<file path="src/rtl/vcu_pkg.sv">
package vcu_pkg;

  typedef enum logic [1:0] {
    VC_IDLE   = 2'd0,
    VC_WAIT   = 2'd1,
    VC_ACTIVE = 2'd2
  } vcState_e;

  typedef struct packed {
    logic push;
    logic pop;
  } vcStrobe_t;

endpackage

</file>
<file path="src/rtl/vcu_ctrl.sv">
module vcu_ctrl
  import vcu_pkg::*;
#(
  parameter int DEPTH = 5,
  parameter int CNT_W = $clog2(DEPTH + 1)
) (
  input  logic             clk,
  input  logic             rstN,
  input  logic             wrReq,
  input  logic             deqReq,
  input  logic             inHead,
  input  logic             frontTail,
  output vcStrobe_t        strobe,
  output vcState_e         state,
  output logic [CNT_W-1:0] count
);

  localparam logic [CNT_W-1:0] FULL = CNT_W'(DEPTH);

  logic [CNT_W-1:0] countNext;
  vcState_e         stateNext;

  always_comb begin
    strobe.pop  = deqReq && (count != '0);
    strobe.push = wrReq && ((count != FULL) || strobe.pop);
  end

  always_comb begin
    countNext = count;
    if (strobe.push && !strobe.pop) countNext = count + 1'b1;
    if (strobe.pop && !strobe.push) countNext = count - 1'b1;
  end

  always_comb begin
    stateNext = state;
    if (strobe.pop) begin
      if (frontTail) stateNext = (countNext != '0) ? VC_WAIT : VC_IDLE;
      else           stateNext = VC_ACTIVE;
    end else if (strobe.push && inHead && state == VC_IDLE) begin
      stateNext = VC_WAIT;
    end
  end

  always_ff @(posedge clk) begin
    if (!rstN) begin
      count <= '0;
      state <= VC_IDLE;
    end else begin
      count <= countNext;
      state <= stateNext;
    end
  end


  no_overflow_chk: assert property (@(posedge clk) disable iff (!rstN)
    (wrReq && count == FULL) |-> deqReq);


  tail_idle_chk: assert property (@(posedge clk) disable iff (!rstN)
    (deqReq && frontTail && count == CNT_W'(1) && !wrReq) |=> state == VC_IDLE);


  empty_deq_chk: assert property (@(posedge clk) disable iff (!rstN)
    (deqReq && count == '0 && !wrReq) |=> (count == '0 && $stable(state)));

endmodule

</file>
<file path="src/rtl/vcu_data.sv">
module vcu_data
  import vcu_pkg::*;
#(
  parameter int NUM_VC = 4,
  parameter int DEPTH  = 5,
  parameter int FLIT_W = 128,
  parameter int PTR_W  = (DEPTH > 1) ? $clog2(DEPTH) : 1
) (
  input  logic                           clk,
  input  logic                           rstN,
  input  vcStrobe_t [NUM_VC-1:0]         strobes,
  input  logic                           wrHead,
  input  logic                           wrTail,
  input  logic [FLIT_W-1:0]              wrData,
  output logic [NUM_VC-1:0]              frontHead,
  output logic [NUM_VC-1:0]              frontTail,
  output logic [NUM_VC-1:0][FLIT_W-1:0]  frontData
);

  localparam int SLOT_W = FLIT_W + 2;
  localparam logic [PTR_W-1:0] LAST = PTR_W'(DEPTH - 1);

  for (genvar v = 0; v < NUM_VC; v++) begin : g_vc
    logic [SLOT_W-1:0] slots [DEPTH];
    logic [PTR_W-1:0]  wrPtr;
    logic [PTR_W-1:0]  rdPtr;

    always_ff @(posedge clk) begin
      if (!rstN) begin
        wrPtr <= '0;
        rdPtr <= '0;
      end else begin
        if (strobes[v].push) wrPtr <= (wrPtr == LAST) ? '0 : wrPtr + 1'b1;
        if (strobes[v].pop)  rdPtr <= (rdPtr == LAST) ? '0 : rdPtr + 1'b1;
      end
    end

    always_ff @(posedge clk) begin
      if (strobes[v].push) slots[wrPtr] <= {wrHead, wrTail, wrData};
    end

    assign frontHead[v] = slots[rdPtr][SLOT_W-1];
    assign frontTail[v] = slots[rdPtr][SLOT_W-2];
    assign frontData[v] = slots[rdPtr][FLIT_W-1:0];


    ptr_range_chk: assert property (@(posedge clk) disable iff (!rstN)
      (wrPtr <= LAST) && (rdPtr <= LAST));
  end

endmodule

</file>
<file path="src/rtl/vc_input_unit.sv">
module vc_input_unit
  import vcu_pkg::*;
#(
  parameter int NUM_VNET    = 2,
  parameter int VC_PER_VNET = 2,
  parameter int DEPTH       = 5,
  parameter int FLIT_W      = 128,
  localparam int NUM_VC     = NUM_VNET * VC_PER_VNET,
  localparam int VNET_W     = (NUM_VNET > 1) ? $clog2(NUM_VNET) : 1,
  localparam int SEL_W      = (VC_PER_VNET > 1) ? $clog2(VC_PER_VNET) : 1,
  localparam int VC_W       = (NUM_VC > 1) ? $clog2(NUM_VC) : 1,
  localparam int CNT_W      = $clog2(DEPTH + 1)
) (
  input  logic                     clk,
  input  logic                     rstN,
  input  logic                     inValid,
  input  logic [VNET_W-1:0]        inVnet,
  input  logic [SEL_W-1:0]         inVcSel,
  input  logic                     inHead,
  input  logic                     inTail,
  input  logic [FLIT_W-1:0]        inData,
  input  logic [NUM_VC-1:0]        deqStrobe,
  output logic [NUM_VC-1:0]        headValid,
  output logic [NUM_VC-1:0]        headIsHead,
  output logic [NUM_VC-1:0]        headIsTail,
  output logic [NUM_VC*FLIT_W-1:0] headData,
  output logic [NUM_VC*2-1:0]      vcState,
  output logic [NUM_VC*CNT_W-1:0]  freeSlots,
  output logic                     creditValid,
  output logic [VC_W-1:0]          creditVc
);

  logic [VC_W-1:0]                wrIdx;
  vcStrobe_t [NUM_VC-1:0]         strobes;
  vcState_e                       states [NUM_VC];
  logic [CNT_W-1:0]               counts [NUM_VC];
  logic [NUM_VC-1:0]              frontTail;
  logic [NUM_VC-1:0][FLIT_W-1:0]  frontData;

  assign wrIdx = VC_W'(int'(inVnet) * VC_PER_VNET + int'(inVcSel));

  for (genvar v = 0; v < NUM_VC; v++) begin : g_ctrl
    vcu_ctrl #(.DEPTH(DEPTH), .CNT_W(CNT_W)) u_ctrl (
      .clk      (clk),
      .rstN     (rstN),
      .wrReq    (inValid && (wrIdx == VC_W'(v))),
      .deqReq   (deqStrobe[v]),
      .inHead   (inHead),
      .frontTail(frontTail[v]),
      .strobe   (strobes[v]),
      .state    (states[v]),
      .count    (counts[v])
    );
    assign headValid[v]                   = (counts[v] != '0);
    assign vcState[2*v +: 2]              = states[v];
    assign freeSlots[v*CNT_W +: CNT_W]    = CNT_W'(DEPTH) - counts[v];
    assign headData[v*FLIT_W +: FLIT_W]   = frontData[v];
  end

  assign headIsTail = frontTail;

  vcu_data #(.NUM_VC(NUM_VC), .DEPTH(DEPTH), .FLIT_W(FLIT_W)) u_data (
    .clk      (clk),
    .rstN     (rstN),
    .strobes  (strobes),
    .wrHead   (inHead),
    .wrTail   (inTail),
    .wrData   (inData),
    .frontHead(headIsHead),
    .frontTail(frontTail),
    .frontData(frontData)
  );

  always_comb begin
    creditValid = 1'b0;
    creditVc    = '0;
    for (int v = 0; v < NUM_VC; v++) begin
      if (strobes[v].pop) begin
        creditValid = 1'b1;
        creditVc    = VC_W'(v);
      end
    end
  end


  one_deq_chk: assert property (@(posedge clk) disable iff (!rstN)
    $onehot0(deqStrobe));


  sel_range_chk: assert property (@(posedge clk) disable iff (!rstN)
    inValid |-> (int'(inVcSel) < VC_PER_VNET));


  credit_match_chk: assert property (@(posedge clk) disable iff (!rstN)
    creditValid |-> (deqStrobe[creditVc] && headValid[creditVc]));

endmodule

</file>
<file path="config.mk">
export PLATFORM = sky130hd
export DESIGN_NAME = vc_input_unit
export DESIGN_NICKNAME = d
export VERILOG_FILES = /design/src/rtl/vcu_pkg.sv /design/src/rtl/vcu_ctrl.sv /design/src/rtl/vcu_data.sv /design/src/rtl/vc_input_unit.sv
export SDC_FILE = /design/constraint.sdc
export NUM_CORES = 2
export LEC_CHECK = 0
export BUFFER_PORTS_ARGS = -buffer_cell sky130_fd_sc_hd__buf_2
export CAP_MARGIN = 20
export CORE_MARGIN = 10
export CORE_UTILIZATION = 40
export CTS_CLUSTER_DIAMETER = 200
export DETAILED_ROUTE_END_ITERATION = 12
export REMOVE_ABC_BUFFERS = 1
export SYNTH_ARGS = -nofsm -noshare
export SYNTH_HDL_FRONTEND = slang
export SYNTH_HIERARCHICAL = 1
export SYNTH_SLANG_ARGS = --single-unit
</file>
<file path="constraint.sdc">
create_clock -name clk -period 14.9 [get_ports clk]
set_input_delay 2.235 -clock clk [delete_from_list [all_inputs] [get_ports clk]]
set_output_delay 2.235 -clock clk [all_outputs]
set_load 0.03 [all_outputs]
</file>
==> impl_metrics.sql <==
INSERT INTO impl_metrics (metric_group, metric, value, unit) VALUES
('status', 'outcome', 'finished clean', ''),
('sta', 'slew_headroom', '20.7', '%'),
('power', 'total_leakage_power', '39.6', 'nW'),
('layout', 'design.final.nets', '6845', ''),
('cts', 'ctsRootBufferMaster', 'sky130_fd_sc_hd__clkbuf_16', ''),
('setup_path', 'worstSetupPathType', 'reg -> out', ''),
('floorplan', 'core.rowCount', '187', ''),
('detailed_routing', 'route.detailed.drc', '0', ''),
('synth', 'syn-cell-area', '0.104', 'mm^2'),
('synth', 'syn-instance-count', '5924', ''),
('sta', 'setup_violations_final', '0', ''),
('run', 'cap_viol_max_count', '0', ''),
('layout', 'area.growth.synth_to_final', '15.2', '%'),
('detailed_routing', 'drt-total-wl', '262000', 'um'),
('detailed_routing', 'drtAntennaViolNets', '0', ''),
('sta', 'final_critical_path_setup_slack', '7.86', 'ns'),
('synth', 'synth_sequential_area_ratio', '76.1', '%'),
('global_route', 'grt-ovfl-total', '0', ''),
('detailed_routing', 'drt-vias-per-instance', '5.36', ''),
('global_route', 'track_usage', '18.0', '%'),
('sta', 'period_needed', '7.04', 'ns'),
('synth', 'asyncSetResetFlopFracSynth', '0', '%'),
('floorplan', 'die_width', '530', 'um'),
('cts', 'holdBufCountCts', '0', ''),
('layout', 'multi_input_area', '0.0208', 'mm^2'),
('synth', 'synthesis.yosys.warnings', '6', ''),
('detailed_routing', 'length_of_the_first_detailed_routing_pass_in_iterations', '5', ''),
('cts', 'cts-resized-gates', '0', ''),
('layout', 'regArea', '0.0792', 'mm^2'),
('floorplan', 'initial_standard_cell_utilization_of_the_core', '40.1', '%'),
('floorplan', 'floorplan.io_pins', '686', ''),
('layout', 'most-common-layout-cells', 'sky130_fd_sc_hd__edfxtp_1, sky130_fd_sc_hd__buf_2, sky130_fd_sc_hd__inv_1', ''),
('place', 'dp_hpwl', '160000', 'um'),
('sta', 'worst-slew-pin-transition', '1.19', 'ns'),
('floorplan', 'coreArea', '0.259', 'mm^2'),
('synth', 'synth_area_per_cell', '17.6', 'um^2'),
('global_route', 'first_global_vias', '54984', ''),
('setup_path', 'cp-end-kind', 'primary output', ''),
('synth', 'number_of_enable_flip_flop_cells_after_synthesis', '2600', ''),
('sta', 'tns', '0', 'ns'),
('setup_path', 'worstPathArrival', '4.81', 'ns'),
('sta', 'timing.clock.skew', '0.0812', 'ns'),
('power', 'worst_vdd_ir', '0.165', 'mV'),
('layout', 'post_route_cells_drive_above_1_share', '21.9', '%'),
('cts', 'worstSkewPairLatency', '0.93', 'ns'),
('cts', 'number_of_sinks_handled_by_clock_tree_synthesis', '2656', ''),
('sta', 'finalCritPeriodShare', '47.3', '%'),
('floorplan', 'die-height', '530', 'um'),
('synth', 'dominantRegCellSynth', 'sky130_fd_sc_hd__edfxtp_1', ''),
('floorplan', 'die_area', '0.281', 'mm^2'),
('layout', 'fillers', '22139', ''),
('synth', 'synth.lib_cells_used.distinct', '47', ''),
('sta', 'maxClockFrequency', '142', 'MHz'),
('sta', 'endpoints_failing_hold', '0', ''),
('global_route', 'grt_pass1_wl', '383000', 'um'),
('cts', 'clock_buffers_created_by_tritoncts', '296', ''),
('place', 'port_buffers', '685', ''),
('detailed_routing', 'wire_per_inst', '25.4', 'um'),
('detailed_routing', 'drt-initial-drc-count', '4481', ''),
('cts', 'clock_tree_from_tritoncts', 'done', ''),
('layout', 'layout_commonest_cell', 'sky130_fd_sc_hd__edfxtp_1', ''),
('sta', 'setup_repair_after_global_routing_missed_its_margin', 'false', ''),
('cts', 'htreeDepth', '5', ''),
('cts', 'cts_post_setup_buffers_inserted', '0', ''),
('synth', 'synth_seq_cells', '2656', ''),
('cts', 'cts_buffer_depth', '4', ''),
('global_route', 'grt_max_degree', '151', ''),
('cts', 'cts.clk_slew.worst_paths', '0.05', 'ns'),
('setup_path', 'critical_path.startpoint_type', 'flip-flop', ''),
('global_route', 'antenna_found_initial', '5', ''),
('place', 'routabilityCongestion', '0.756', ''),
('power', 'pwr_density_cell', '168', 'mW/mm^2'),
('setup_path', 'worstPathMaxFanout', '72', ''),
('hold_path', 'worstHoldPathType', 'reg -> reg', ''),
('sta', 'total_count_of_max_transition_violations_in_the_final_report', '0', ''),
('detailed_routing', 'via_count', '55154', ''),
('setup_path', 'worst-endpoint-required', '12.66', 'ns'),
('place', 'detailedPlace.worstSlack', '8.84', 'ns');
==> per-stage QoR <==
| step | instance area [um^2] | std cells | hold WS (ns) | power (mW) | util, % |
|---|---|---|---|---|---|
| detailed placement | 111000 | 9778 | 0.495 | 13.6 | 42.8 |
| global route | 120000 | 10288 | 0.553 | 21.0 | 46.2 |
| floorplan | 102000 | 5574 | 0.468 | 12.6 | - |
| finish | 120000 | 10288 | 0.507 | 20.2 | 46.2 |
| CTS | 120000 | 10286 | 0.509 | 20.4 | 46.2 |
| global placement | 111000 | 9778 | 0.477 | 13.5 | 42.8 |
==> cells in the mapped netlist (7+ instances only) <==
cell type,count,area [um^2]
sky130_fd_sc_hd__edfxtp_1,2600,78100
sky130_fd_sc_hd__inv_1,565,2120
sky130_fd_sc_hd__mux2i_1,532,5330
sky130_fd_sc_hd__a211oi_1,524,3930
sky130_fd_sc_hd__nor2b_1,516,3230
sky130_fd_sc_hd__a221oi_2,280,4200
sky130_fd_sc_hd__a221oi_1,240,2100
sky130_fd_sc_hd__buf_2,142,711
sky130_fd_sc_hd__clkbuf_1,131,492
sky130_fd_sc_hd__dfxtp_1,56,1120
sky130_fd_sc_hd__buf_4,37,278
sky130_fd_sc_hd__ha_1,32,400
sky130_fd_sc_hd__nor2_1,23,86.3
sky130_fd_sc_hd__buf_8,21,315
sky130_fd_sc_hd__and2b_1,20,150
sky130_fd_sc_hd__nand2_1,18,67.6
sky130_fd_sc_hd__nor3_1,16,80.1
sky130_fd_sc_hd__a21oi_1,12,60.1
sky130_fd_sc_hd__o21ai_0,12,60.1
sky130_fd_sc_hd__and3_1,11,68.8
sky130_fd_sc_hd__buf_6,11,124
sky130_fd_sc_hd__nand2b_1,9,56.3
sky130_fd_sc_hd__nor3b_1,9,67.6
sky130_fd_sc_hd__or3_1,9,56.3
sky130_fd_sc_hd__a21boi_0,8,60.1
sky130_fd_sc_hd__a31oi_1,8,50.1
sky130_fd_sc_hd__nand3_1,8,40.0
sky130_fd_sc_hd__o21a_1,8,60.1
sky130_fd_sc_hd__xnor2_1,8,70.1
sky130_fd_sc_hd__nand2b_4,7,96.3
==> layer usage <==
layer  vias up  wire length [um]  track usage (%)
li1      24758                 -                -
met1     28534            114000             24.8
met2      1545            125000             29.4
met3       315             17200             3.84
met4         2              5680             4.50
met5         -                13                0
==> path summary, 6_finish.rpt <==
path                                                start                           end  slack (ns)  depth (start not counted)
worst max register to register  g_ctrl[3].u_ctrl/count[0]  u_data/g_vc[3].slots[3][124]       10.57                          9
worst min-delay path              u_data/g_vc[1].rdPtr[2]                     flip-flop        0.51                          2
worst max-delay path                            flip-flop                 headData[446]        7.86                          6
worst min register to register    u_data/g_vc[1].rdPtr[2]                     flip-flop        0.51                          2
==> final cells by class <==
cell class                      instances  share of cell area, %
Multi-Input combinational cell       2349                   17.4
Antenna cell                            2                0.00418
Inverter                              569                   1.79
Sequential cell                      2656                   66.1
Clock buffer                          381                   6.58
Clock inverter                        127                  0.896
Timing Repair Buffer                  802                   3.68
Tap cell                             3402                   3.55
==> registers in the layout (all words and copies together) (netlist names), named ones only <==
signal               cells
g_ctrl.u_ctrl/count     12
u_data/g_vc.wrPtr       12
u_data/g_vc.rdPtr       12
g_ctrl.u_ctrl/state      8
u_data/g_vc.slots     2600
==> worst max-delay path, cell delays in order, from the launching register on <==
cell	delay (ns)
sky130_fd_sc_hd__dfxtp_4	0.69
sky130_fd_sc_hd__buf_4	0.64
sky130_fd_sc_hd__buf_4	0.52
sky130_fd_sc_hd__buf_4	0.80
sky130_fd_sc_hd__mux2i_1	0.20
sky130_fd_sc_hd__a221oi_2	0.51
sky130_fd_sc_hd__buf_2	0.31
==> power breakdown <==
group | switching (mW) | internal, mW
clock | 2.80 | 4.03
combinational | 3.48 | 1.45
sequential | 0.122 | 8.31
==> kinds of logic (layout without fill, tap and decap cells) <==
logic type                 count (synthesis)  count (layout)  synth area share, %
AOI/OAI and AO/OA                       1121            1121                 10.4
xor gates and xnor gates                   8               8               0.0673
adders and majority gates                 32              32                0.385
buffers and inverters                    919            1879                 4.00
DFF                                     2656            2656                 76.1
muxes                                    532             532                 5.12
other                                      0               2                    0
and+or+nand+nor                          656             656                 3.91
Power figures use the tool's default switching activity.
